===== config.mk =====
export PLATFORM = sky130hd
export DESIGN_NAME = blkmove_engine
export DESIGN_NICKNAME = d
export VERILOG_FILES = /design/src/rtl/blkmove_pkg.sv /design/src/rtl/blkmove_ctrl.sv /design/src/rtl/blkmove_agen.sv /design/src/rtl/blkmove_engine.sv
export SDC_FILE = /design/constraint.sdc
export NUM_CORES = 1
export LEC_CHECK = 0
export BUFFER_PORTS_ARGS = -buffer_cell sky130_fd_sc_hd__buf_4
export CAP_MARGIN = 15
export CORE_ASPECT_RATIO = 0.8
export CORE_UTILIZATION = 54
export CTS_CLUSTER_DIAMETER = 150
export DETAILED_ROUTE_END_ITERATION = 6
export GPL_ROUTABILITY_DRIVEN = 1
export PLACE_DENSITY_LB_ADDON = 0.2
export SYNTH_ARGS = -nofsm -noshare
export SYNTH_HDL_FRONTEND = slang
export SYNTH_SLANG_ARGS = --single-unit
export TNS_END_PERCENT = 10

===== constraint.sdc =====
create_clock -name clk -period 5.3 [get_ports clk]
set_clock_uncertainty 0.15 [all_clocks]
set_input_delay 0.795 -clock clk [delete_from_list [all_inputs] [get_ports clk]]
set_output_delay 0.795 -clock clk [all_outputs]
set_load 0.005 [all_outputs]

===== src/rtl/blkmove_pkg.sv =====
package blkmove_pkg;
  typedef enum logic {
    DST_MEM  = 1'b0,
    DST_PORT = 1'b1
  } dst_kind_e;
endpackage


===== src/rtl/blkmove_ctrl.sv =====
module blkmove_ctrl #(
  parameter int CW = 8
) (
  input  logic          clk,
  input  logic          rst_n,
  input  logic          start_i,
  input  logic [CW-1:0] count_i,
  output logic          launch_o,
  output logic          busy_o,
  output logic          rd_en_o,
  output logic          wr_fire_o,
  output logic          done_o
);
  localparam logic [CW-1:0] ONE = CW'(1);

  logic          busy_q, busy_d;
  logic [CW-1:0] rd_left_q, rd_left_d;
  logic [CW-1:0] wr_left_q, wr_left_d;
  logic          pend_q, pend_d;
  logic          zdone_q, zdone_d;
  logic          idle_start, zero_hit, last_wr;

  // next-state logic
  always_comb begin
    idle_start = start_i && !busy_q;
    launch_o   = idle_start && (count_i != '0);
    zero_hit   = idle_start && (count_i == '0);
    rd_en_o    = busy_q && (rd_left_q != '0);
    last_wr    = pend_q && (wr_left_q == ONE);

    busy_d = busy_q;
    if (launch_o)     busy_d = 1'b1;
    else if (last_wr) busy_d = 1'b0;

    rd_left_d = rd_left_q;
    if (launch_o)     rd_left_d = count_i;
    else if (rd_en_o) rd_left_d = rd_left_q - ONE;

    wr_left_d = wr_left_q;
    if (launch_o)    wr_left_d = count_i;
    else if (pend_q) wr_left_d = wr_left_q - ONE;

    pend_d  = rd_en_o;
    zdone_d = zero_hit;
  end

  // state registers
  always_ff @(posedge clk or negedge rst_n) begin
    if (!rst_n) begin
      busy_q    <= 1'b0;
      rd_left_q <= '0;
      wr_left_q <= '0;
      pend_q    <= 1'b0;
      zdone_q   <= 1'b0;
    end else begin
      busy_q    <= busy_d;
      rd_left_q <= rd_left_d;
      wr_left_q <= wr_left_d;
      pend_q    <= pend_d;
      zdone_q   <= zdone_d;
    end
  end

  assign busy_o    = busy_q;
  assign wr_fire_o = pend_q;
  assign done_o    = last_wr || zdone_q;
endmodule


===== src/rtl/blkmove_agen.sv =====
module blkmove_agen
  import blkmove_pkg::*;
#(
  parameter int AW = 16
) (
  input  logic          clk,
  input  logic          rst_n,
  input  logic          launch_i,
  input  logic [AW-1:0] src_i,
  input  logic [AW-1:0] dst_i,
  input  dst_kind_e     kind_i,
  input  logic          rd_step_i,
  input  logic          wr_step_i,
  output logic [AW-1:0] src_o,
  output logic [AW-1:0] dst_o,
  output dst_kind_e     kind_o
);
  localparam logic [AW-1:0] STEP = AW'(1);

  logic [AW-1:0] src_q, src_d, dst_q, dst_d;
  dst_kind_e     kind_q, kind_d;
  logic          src_en, dst_en, kind_en;

  // next-state logic with explicit enables
  always_comb begin
    src_en  = launch_i || rd_step_i;
    dst_en  = launch_i || (wr_step_i && kind_q == DST_MEM);
    kind_en = launch_i;
    src_d   = launch_i ? src_i  : src_q + STEP;
    dst_d   = launch_i ? dst_i  : dst_q + STEP;
    kind_d  = kind_i;
  end

  always_ff @(posedge clk or negedge rst_n) begin
    if (!rst_n) begin
      src_q  <= '0;
      dst_q  <= '0;
      kind_q <= DST_MEM;
    end else begin
      if (src_en)  src_q  <= src_d;
      if (dst_en)  dst_q  <= dst_d;
      if (kind_en) kind_q <= kind_d;
    end
  end

  assign src_o  = src_q;
  assign dst_o  = dst_q;
  assign kind_o = kind_q;
endmodule


===== src/rtl/blkmove_engine.sv =====
module blkmove_engine
  import blkmove_pkg::*;
#(
  parameter int AW = 16,
  parameter int DW = 16,
  parameter int CW = 12
) (
  input  logic          clk,
  input  logic          rst_n,
  input  logic          start_i,
  input  logic [AW-1:0] src_addr_i,
  input  logic [AW-1:0] dst_addr_i,
  input  logic [CW-1:0] count_i,
  input  logic          dst_is_port_i,
  output logic          rd_en_o,
  output logic [AW-1:0] rd_addr_o,
  input  logic [DW-1:0] rd_data_i,
  output logic          wr_en_o,
  output logic [AW-1:0] wr_addr_o,
  output logic [DW-1:0] wr_data_o,
  output logic          port_en_o,
  output logic [DW-1:0] port_data_o,
  output logic          busy_o,
  output logic          fetch_halt_o,
  output logic          done_o
);
  logic [1:0] rst_sync_q;
  logic       rst_int_n;
  logic       launch, wr_fire;
  dst_kind_e  kind;

  // asynchronous assert, synchronous release
  always_ff @(posedge clk or negedge rst_n) begin
    if (!rst_n) rst_sync_q <= 2'b00;
    else        rst_sync_q <= {rst_sync_q[0], 1'b1};
  end
  assign rst_int_n = rst_sync_q[1];

  blkmove_ctrl #(.CW(CW)) ctrl_i (
    .clk       (clk),
    .rst_n     (rst_int_n),
    .start_i   (start_i),
    .count_i   (count_i),
    .launch_o  (launch),
    .busy_o    (busy_o),
    .rd_en_o   (rd_en_o),
    .wr_fire_o (wr_fire),
    .done_o    (done_o)
  );

  blkmove_agen #(.AW(AW)) agen_i (
    .clk       (clk),
    .rst_n     (rst_int_n),
    .launch_i  (launch),
    .src_i     (src_addr_i),
    .dst_i     (dst_addr_i),
    .kind_i    (dst_is_port_i ? DST_PORT : DST_MEM),
    .rd_step_i (rd_en_o),
    .wr_step_i (wr_fire),
    .src_o     (rd_addr_o),
    .dst_o     (wr_addr_o),
    .kind_o    (kind)
  );

  assign wr_en_o      = wr_fire && (kind == DST_MEM);
  assign port_en_o    = wr_fire && (kind == DST_PORT);
  assign wr_data_o    = rd_data_i;
  assign port_data_o  = rd_data_i;
  assign fetch_halt_o = busy_o;
endmodule


* After elaboration in Yosys (flattened, before gate mapping) *
Index checks and enable logic that the tools add are counted.

storage, ports and cells
  register bits = 62
  logic and storage cells = 41

operators by class
  add/subtract/negate cells = 4
  eq/ne operators = 1
  multiplexer cells = 9
  bitwise gates (word level) = 1
  reductions and logical operators = 17

operators by type and width
  kind                                                   number
  two-way mux 12 bit                                     4
  adder 16 x 1 -> 16 bit (second input constant)         2
  two-way mux 16 bit                                     2
  nonzero test 12 bit                                    2
  subtractor 12 x 1 -> 12 bit (second input constant)    2
  equality test 12 x 1 -> 1 bit (second input constant)  1
  zero test 12 bit                                       1
  logical AND 1 bit                                      7
  nonzero test 2 bit                                     3
  logical OR 1 bit                                       3
  two-way mux 1 bit                                      3
  zero test 1 bit                                        1
  NOT 1 bit                                              1

* Depth between registers and ports, before layout *
Gate-level depths: netlist of the first run.

  depth in word-level cells = 4
  depth in mapped cells = 9
  mapped depth without buffers = 8

* Modules after synthesis *
Synthesis of the first run repeated with hierarchy kept, for this count alone.

second synthesis, totals
  cell total of the unflattened synthesis = 392
  area total of the unflattened synthesis = 3659.8 um^2

modules (own cells, without submodules)
  module          times used  cells an instance  area each (um^2)
  blkmove_agen    1           194                1780.5
  blkmove_ctrl    1           160                1561.5
  blkmove_engine  1           38                 317.8

* Worst setup path after synthesis of the first run *
OpenSTA, ideal clock, no wires.

  kind = register -> output
  from = reg ctrl_i.wr_left_q[4]
  to = out done_o
  arrival = 1.715 ns
  data required time = 4.355 ns
  slack = 2.640 ns
  stages on the path, launching flop included = 6
  buffers on the path = 0
  cells stage by stage = dfrtp_1 or4_4 or4_4 nor3_1 nand4b_1 nand2b_1

between the ends
  cells in the longest elaborated chain, start to end = 3

ends and longest elaborated chain
  what                           RTL line              RTL
  start, declared                blkmove_ctrl.sv:18    logic [CW-1:0] wr_left_q, wr_left_d;
  start signal, assigned         blkmove_ctrl.sv:58    wr_left_q <= wr_left_d;
  equality test 12 x 1 -> 1 bit  blkmove_ctrl.sv:29    last_wr = pend_q && (wr_left_q == ONE);
  logical AND 1 bit              blkmove_ctrl.sv:29
  logical OR 1 bit               blkmove_ctrl.sv:66    assign done_o = last_wr || zdone_q;
  end, declared                  blkmove_engine.sv:25  output logic done_o

Every way passes these cells.

* Final worst setup path of the first run *
  from = reg ctrl_i.rd_left_q[7]
  to = out rd_en_o

between the ends
  cells in the longest elaborated chain, start to end = 2

ends and longest elaborated chain
  what                    RTL line              RTL
  start, declared         blkmove_ctrl.sv:17    logic [CW-1:0] rd_left_q, rd_left_d;
  start signal, assigned  blkmove_ctrl.sv:57    rd_left_q <= rd_left_d;
  nonzero test 12 bit     blkmove_ctrl.sv:28    rd_en_o = busy_q && (rd_left_q != '0);
  logical AND 1 bit       blkmove_ctrl.sv:28
  end, declared           blkmove_engine.sv:15  output logic rd_en_o,

Every way passes these cells.

==> results of run 1 <==
path summary, 6_finish.rpt:
kind,start,end
setup / recovery,ctrl_i.rd_left_q[7]$_DFFE_PN0P_,rd_en_o
hold / removal,rst_n,rst_sync_q[1]$_DFF_PN0_
setup reg to reg,ctrl_i.rd_left_q[7]$_DFFE_PN0P_,agen_i.src_o[10]$_DFFE_PN0P_
hold reg to reg,rst_sync_q[0]$_DFF_PN0_,rst_sync_q[1]$_DFF_PN0_
max in group asynchronous,rst_sync_q[1]$_DFF_PN0_,agen_i.dst_o[14]$_DFFE_PN0P_
min in group clk,rst_sync_q[0]$_DFF_PN0_,rst_sync_q[1]$_DFF_PN0_
routing by layer:
metal / GRT usage [%] / up-vias / part of all wire [%]
li1: - / 1484 / -
met1: 37.0 / 1440 / 47
met2: 38.4 / 109 / 45
met3: 5.86 / 14 / 6.1
met4: 8.55 / 0 / 1.3
met5: 0 / - / 0
synthesized netlist by cell type, types with 2 or more instances:
| cell | instances |
|---|---|
| dfrtp_1 | 62 |
| nand2_1 | 54 |
| o21ai_0 | 40 |
| buf_4 | 33 |
| nor2_1 | 26 |
| xnor2_1 | 21 |
| nand3_1 | 18 |
| a21oi_1 | 16 |
| xor2_1 | 12 |
| clkbuf_1 | 11 |
| nor4_1 | 11 |
| nand4_1 | 10 |
| nor3_1 | 10 |
| inv_1 | 7 |
| and3_1 | 6 |
| ha_1 | 6 |
| o211ai_1 | 6 |
| a31oi_1 | 5 |
| buf_2 | 4 |
| nand2b_1 | 4 |
| o311ai_0 | 4 |
| a221o_1 | 3 |
| nand4b_1 | 3 |
| or4_4 | 3 |
| and4_1 | 2 |
| nor2b_1 | 2 |
| nor3b_1 | 2 |
| o211ai_2 | 2 |
| or3_1 | 2 |
| or4_1 | 2 |
layout make-up:
cell class | count | share of cell area [%]
multi-input cells | 283 | 40.3
flip-flops and latches | 62 | 36.6
repair buffers | 88 | 15.6
clock buffers | 13 | 3.98
well taps | 84 | 2.47
inverters | 8 | 0.707
clock inverters | 3 | 0.412
sequential cells by signal (all words and copies together) (netlist names):
signal / cells
ctrl_i.busy_o: 1
ctrl_i.wr_left_q: 12
agen_i.kind_o: 1
ctrl_i.zdone_q: 1
ctrl_i.rd_left_q: 12
agen_i.src_o: 16
rst_sync_q: 2
ctrl_i.wr_fire_o: 1
agen_i.dst_o: 16
cell families after synthesis:
logic type	after synthesis	share of synthesized area, %
AOI/OAI and AO/OA	83	14.5
DFF	62	43.1
buffers and inverters	57	9.74
muxes	1	0.278
xor gates and xnor gates	33	8.03
adders and majority gates	6	2.09
other	1	0.104
and+or+nand+nor	159	22.1
metrics by stage:
| step | total power, uW | hold WS [ns] | instance area (um2) | instances |
|---|---|---|---|---|
| 6_report | 1980 | 0.0680 | 4250 | 541 |
| 5_1_grt | 2140 | 0.0552 | 4250 | 541 |
| 4_1_cts | 1990 | 0.0526 | 4250 | 541 |
| 3_5_place_dp | 1590 | 0.193 | 4060 | 525 |
| 3_3_place_gp | 1560 | 0.185 | 4060 | 525 |
| 2_1_floorplan | 1300 | 0.181 | 3600 | 402 |
power by group through the flow:
stage	sequential [uW]	combinational (uW)	clock (uW)
after CTS	900	694	396
final	904	689	386
after global placement	896	668	0
after floorplan	861	434	0
after detailed placement	902	691	0
after global routing	939	778	418
==> impl_results.md, run 1 <==
- Worst Path Buf+Inv: 3
- Register area share after synthesis: 43.1%
- Drt drc: 0
- Hold-fix buffers at CTS: 0
- Sw Ratio: 37.0%
- Most common cell after layout, fill and taps aside: buf_4
- IO Port Bufs: 85
- Combinational power share: 34.8%
- Pint: 1250 uW
- R2R depth: 7
- Layout Area Growth over Synthesis: 18.0%
- Worst vdd rail ir drop: 0.000240 V
- Status: finished clean
- Die area: 0.00700 mm2
- Max cap viols: 0
- CTS tree: built
- Worst EP arrival: 2.41 ns
- Clk_lat worst skew: 0.34 ns
- Asr flop ratio synth: 100%
- Clk pwr share: 19.5%
- Antenna Nets Post-Route: 0
- Worst-path cell chain: or4_1 -> o41ai_4 -> buf_4 -> inv_2 -> buf_4
- Fill cell count: 529
- Yosys warnings: 0
- RD Place Congestion: 0.906
- DP HPWL: 5920 um
- CP dominant cell by count: buf_4
- FF+latch area: 0.00155 mm2
- Post-Route Setup TNS: 0 ns
- Antenna violations before repair: 0
- Fin crit share: 63.3%
- CP required: 4.36 ns
- Ys flop type: dfrtp_1
- Worst-path fanout max: 24
- Setup ws final: 1.95 ns
- Main area contributors after synthesis: dfrtp_1, buf_4, nand2_1, o21ai_0, xnor2_1
- Root Driver: clkbuf_8
- Worst relative slew slack: 44.9%
- Final worst path period need: 3.35 ns
- Worst path depth: 5
- CORE AREA: 0.00641 mm2
- Kind of end point of the critical path: output pin
- Yosys reg bits: 62
- Slowest CP cell: or4_1
- Total global-route track usage: 25.6%
- Leak Pwr: 0.00178 uW
- Grt ovf: 0
- Post-Synthesis Cell Area: 0.00360 mm2
- Type of origin of the critical path: flop
- Initial Util: 56.1%
- Fmax: 298 MHz
- Final Util: 66.3%
- CP peak stage delay: 0.57 ns
- Drt via density: 5.63
- CP top delay family: buffers and inverters
- Post-CTS Setup Bufs: 0
- First-pass GRT wire length: 13600 um
- Distinct cells, synth: 45
- ANT cells: 0
- Post-Route WL: 8350 um
- Clk slew on worst S/H paths: 0.07 ns
- Share of layout cells above drive strength 1: 25.2%
- Htree depth: 3
- Fin. max-slew vios: 0
- CTS Sinks: 62
- Largest net degree at the start of global routing: 61
- RSZ-0062 raised after global routing: no
- Pre-CTS setup slack: 2.25 ns
- Routed len/inst: 15.4 um
- EDFF count, synth: 0
- Final setup violating endpoints: 0
- Drt initial violations: 154
- Sequential Power Share: 45.7%
- Clock buffer depth: 2
- CTS resizes: 0
- I/O Pins: 134
- First-pass detailed-route iteration total: 4
- # rows: 26
- Slew @ Worst Pin: 0.819 ns
- Flop-to-flop setup slack: 2.52 ns
- Final hold vios: 0
- Hold WC Path Type: primary input to async pin
- Number of global-route vias before repair: 2747
- Multi-input combinational cell area: 0.00171 mm2
- Largest area contributor in the netlist: dfrtp_1
- Sw power: 732 uW
- Die H: 75.0 um
- Vias: 3047
- CTS Buf Count: 9
- Total power per unit cell area: 466 mW/mm2
- # nets final: 522
- Synthesized area per cell: 8.95 um2
- Top cell type's share of synthesized area: 43.1%
- Syn Nets: 472
- Worst setup path class: flop to output pin
- Cell count after synthesis: 402
- Die Width: 93.3 um
- Most frequent cells in the layout: buf_4, dfrtp_1, nand2_1
Note: power is estimated with default switching activity, not from simulation.
==> inputs of run 2 (changes only) <==
--- a/config.mk
+++ b/config.mk
@@ -8,7 +8,7 @@
 export BUFFER_PORTS_ARGS = -buffer_cell sky130_fd_sc_hd__buf_4
 export CAP_MARGIN = 15
 export CORE_ASPECT_RATIO = 0.8
-export CORE_UTILIZATION = 54
+export CORE_UTILIZATION = 45
 export CTS_CLUSTER_DIAMETER = 150
 export DETAILED_ROUTE_END_ITERATION = 6
 export GPL_ROUTABILITY_DRIVEN = 1
==> constraint.sdc (replaced) <==
create_clock -name clk -period 2.95 [get_ports clk]
set_clock_uncertainty 0.15 [all_clocks]
set_input_delay 0.4425 -clock clk [delete_from_list [all_inputs] [get_ports clk]]
set_output_delay 0.4425 -clock clk [all_outputs]
set_load 0.005 [all_outputs]
==> run 2 against run 1 <==
  * Clock-buffer cell count did not move
  * Design area grew 3.7%
  * Combinational power rose by 81%
  * Utilization fell by 8.1 points
  * Hold slack worse by 0.021 ns
  * Sequential power up 80%
  * Wire length is 7.0% higher
  * Final cell count up 5.7%
  * Critical endpoint is now done_o
  * Largest power group unchanged
==> impl_results.md, run 2 (synthesis gave the netlist of run 1 again) <==
- Die area: 0.00836 mm2
- Worst vdd rail ir drop: 0.000341 V
- I/O Pins: 134
- Initial Util: 47.6%
- Fin. max-slew vios: 0
- Final setup violating endpoints: 0
- Final worst path period need: 2.82 ns
- Kind of end point of the critical path: output pin
- Htree depth: 3
- Total power per unit cell area: 855 mW/mm2
- ANT cells: 0
- Vias: 3090
- Fmax: 354 MHz
- Root Driver: clkbuf_8
- Drt drc: 0
- Post-Route Setup TNS: 0 ns
- Worst setup path class: flop to output pin
- Placed inst area: 0.00415 mm2
- Status: finished clean
- RD Place Congestion: 0.931
- Post-Route WL: 8930 um
- Worst relative slew slack: 54.5%
- Post-layout power: 3760 uW
- Antenna violations before repair: 0
- # rows: 28
- First-pass detailed-route iteration total: 4
- Layout Area Growth over Synthesis: 22.4%
- IO Port Bufs: 85
- Most common cell after layout, fill and taps aside: buf_4
- Routed len/inst: 15.6 um
- Final hold vios: 0
- Fin crit share: 95.7%
- CORE AREA: 0.00757 mm2
- Antenna Nets Post-Route: 0
- Share of layout cells above drive strength 1: 26.8%
- Total global-route track usage: 22.3%
- RSZ-0062 raised after global routing: no
- Hold WC Path Type: flop to async pin
- Die Width: 102 um
- First-pass GRT wire length: 14000 um
- Drt initial violations: 230
- CTS Sinks: 62
- Grt ovf: 0
- Type of origin of the critical path: flop
- Slew @ Worst Pin: 0.682 ns
- Drt via density: 5.40
- Clk slew on worst S/H paths: 0.07 ns
- Max cap viols: 0
- Clk_lat worst skew: 0.34 ns
- DP HPWL: 6450 um
- # nets final: 532
- Design Area, Final: 0.00440 mm2
- Clock buffer depth: 2
- Leak Pwr: 0.00186 uW
- CP required: 2.36 ns
- Worst EP arrival: 2.23 ns
- Most frequent cells in the layout: buf_4, dfrtp_1, nand2_1
- Number of global-route vias before repair: 2998
- Post-CTS Setup Bufs: 0
- CTS Buf Count: 9
- CTS tree: built
- Fill cell count: 705
- Die H: 82.0 um
- Worst-path fanout max: 4
- Largest net degree at the start of global routing: 26
## run 2: changes by cell type in the layout (fill, tap and decap cells not counted)
cell / before / now
dlygate4sd3_1: 0 / 1
clkinvlp_4: 1 / 0
bufinv_16: 0 / 2
buf_4: 88 / 97
nor3_1: 10 / 9
nor3_2: 0 / 1
clkinv_2: 2 / 1
## run 2: metal layers
metal	part of all wire (%)	routed length, um	track usage (%)
met3	6.6	586	6.13
met4	0.60	54	6.71
met1	46	4130	29.0
met2	47	4150	36.2
met5	0	0	0
## run 2: where the power goes
group / switching, uW / internal (uW) / leakage, uW
combinational: 566 / 686 / 0.000999
clock: 335 / 544 / 0.000120
sequential: 439 / 1190 / 0.000739
total: 1340 / 2420 / 0.00186
## run 2: layout make-up
| cell class | instances | area, um2 | share of cell area, % |
|---|---|---|---|
| well taps | 105 | 131 | 2.98 |
| flip-flops and latches | 62 | 1550 | 35.3 |
| clock inverters | 3 | 65.1 | 1.48 |
| inverters | 8 | 30.0 | 0.682 |
| multi-input cells | 283 | 1720 | 39.0 |
| repair buffers | 98 | 738 | 16.8 |
| clock buffers | 13 | 169 | 3.84 |
## run 2: final timing paths
check / start / endpoint / slack (ns) / cells after the start
max in group asynchronous: rst_sync_q[1]$_DFF_PN0_ / ctrl_i.wr_left_q[0]$_DFFE_PN0P_ / 1.92 / 1
worst min-delay path: rst_sync_q[1]$_DFF_PN0_ / ctrl_i.rd_left_q[3]$_DFFE_PN0P_ / 0.05 / 0
worst max-delay path: ctrl_i.wr_left_q[4]$_DFFE_PN0P_ / done_o / 0.13 / 6
min in group clk: dst_addr_i[2] / agen_i.dst_o[2]$_DFFE_PN0P_ / 0.15 / 3
worst min register to register: rst_sync_q[1]$_DFF_PN0_ / ctrl_i.rd_left_q[3]$_DFFE_PN0P_ / 0.05 / 0
worst max register to register: ctrl_i.rd_left_q[8]$_DFFE_PN0P_ / ctrl_i.rd_left_q[7]$_DFFE_PN0P_ / 0.44 / 6
## run 2: per-stage QoR
step | worst slack (ns) | hold slack (ns) | util [%] | instances
after floorplan | 0.642 | -0.00309 | - | 402
after global placement | 0.496 | 0.0643 | 54.9 | 555
after detailed placement | 0.428 | 0.0608 | 54.9 | 555
after CTS | 0.0699 | 0.0683 | 58.1 | 572
after global routing | 0.0162 | 0.0949 | 58.2 | 572
final | 0.126 | 0.0465 | 58.2 | 572
## run 2: repair_timing
action | 4_1_cts | 5_1_grt
resized for setup | 0 | 1
hold endpoints to repair | 2 | 0
hold buffers | 1 | 0
setup endpoints to repair | 0 | 1
## run 2: critical path, stage by stage, from the launching register on
cell      delay [ns]
dfrtp_1         0.41
or4_4           0.57
or4_4           0.46
nor3_2          0.12
nand4b_1        0.13
nand2b_1        0.10
buf_4           0.10
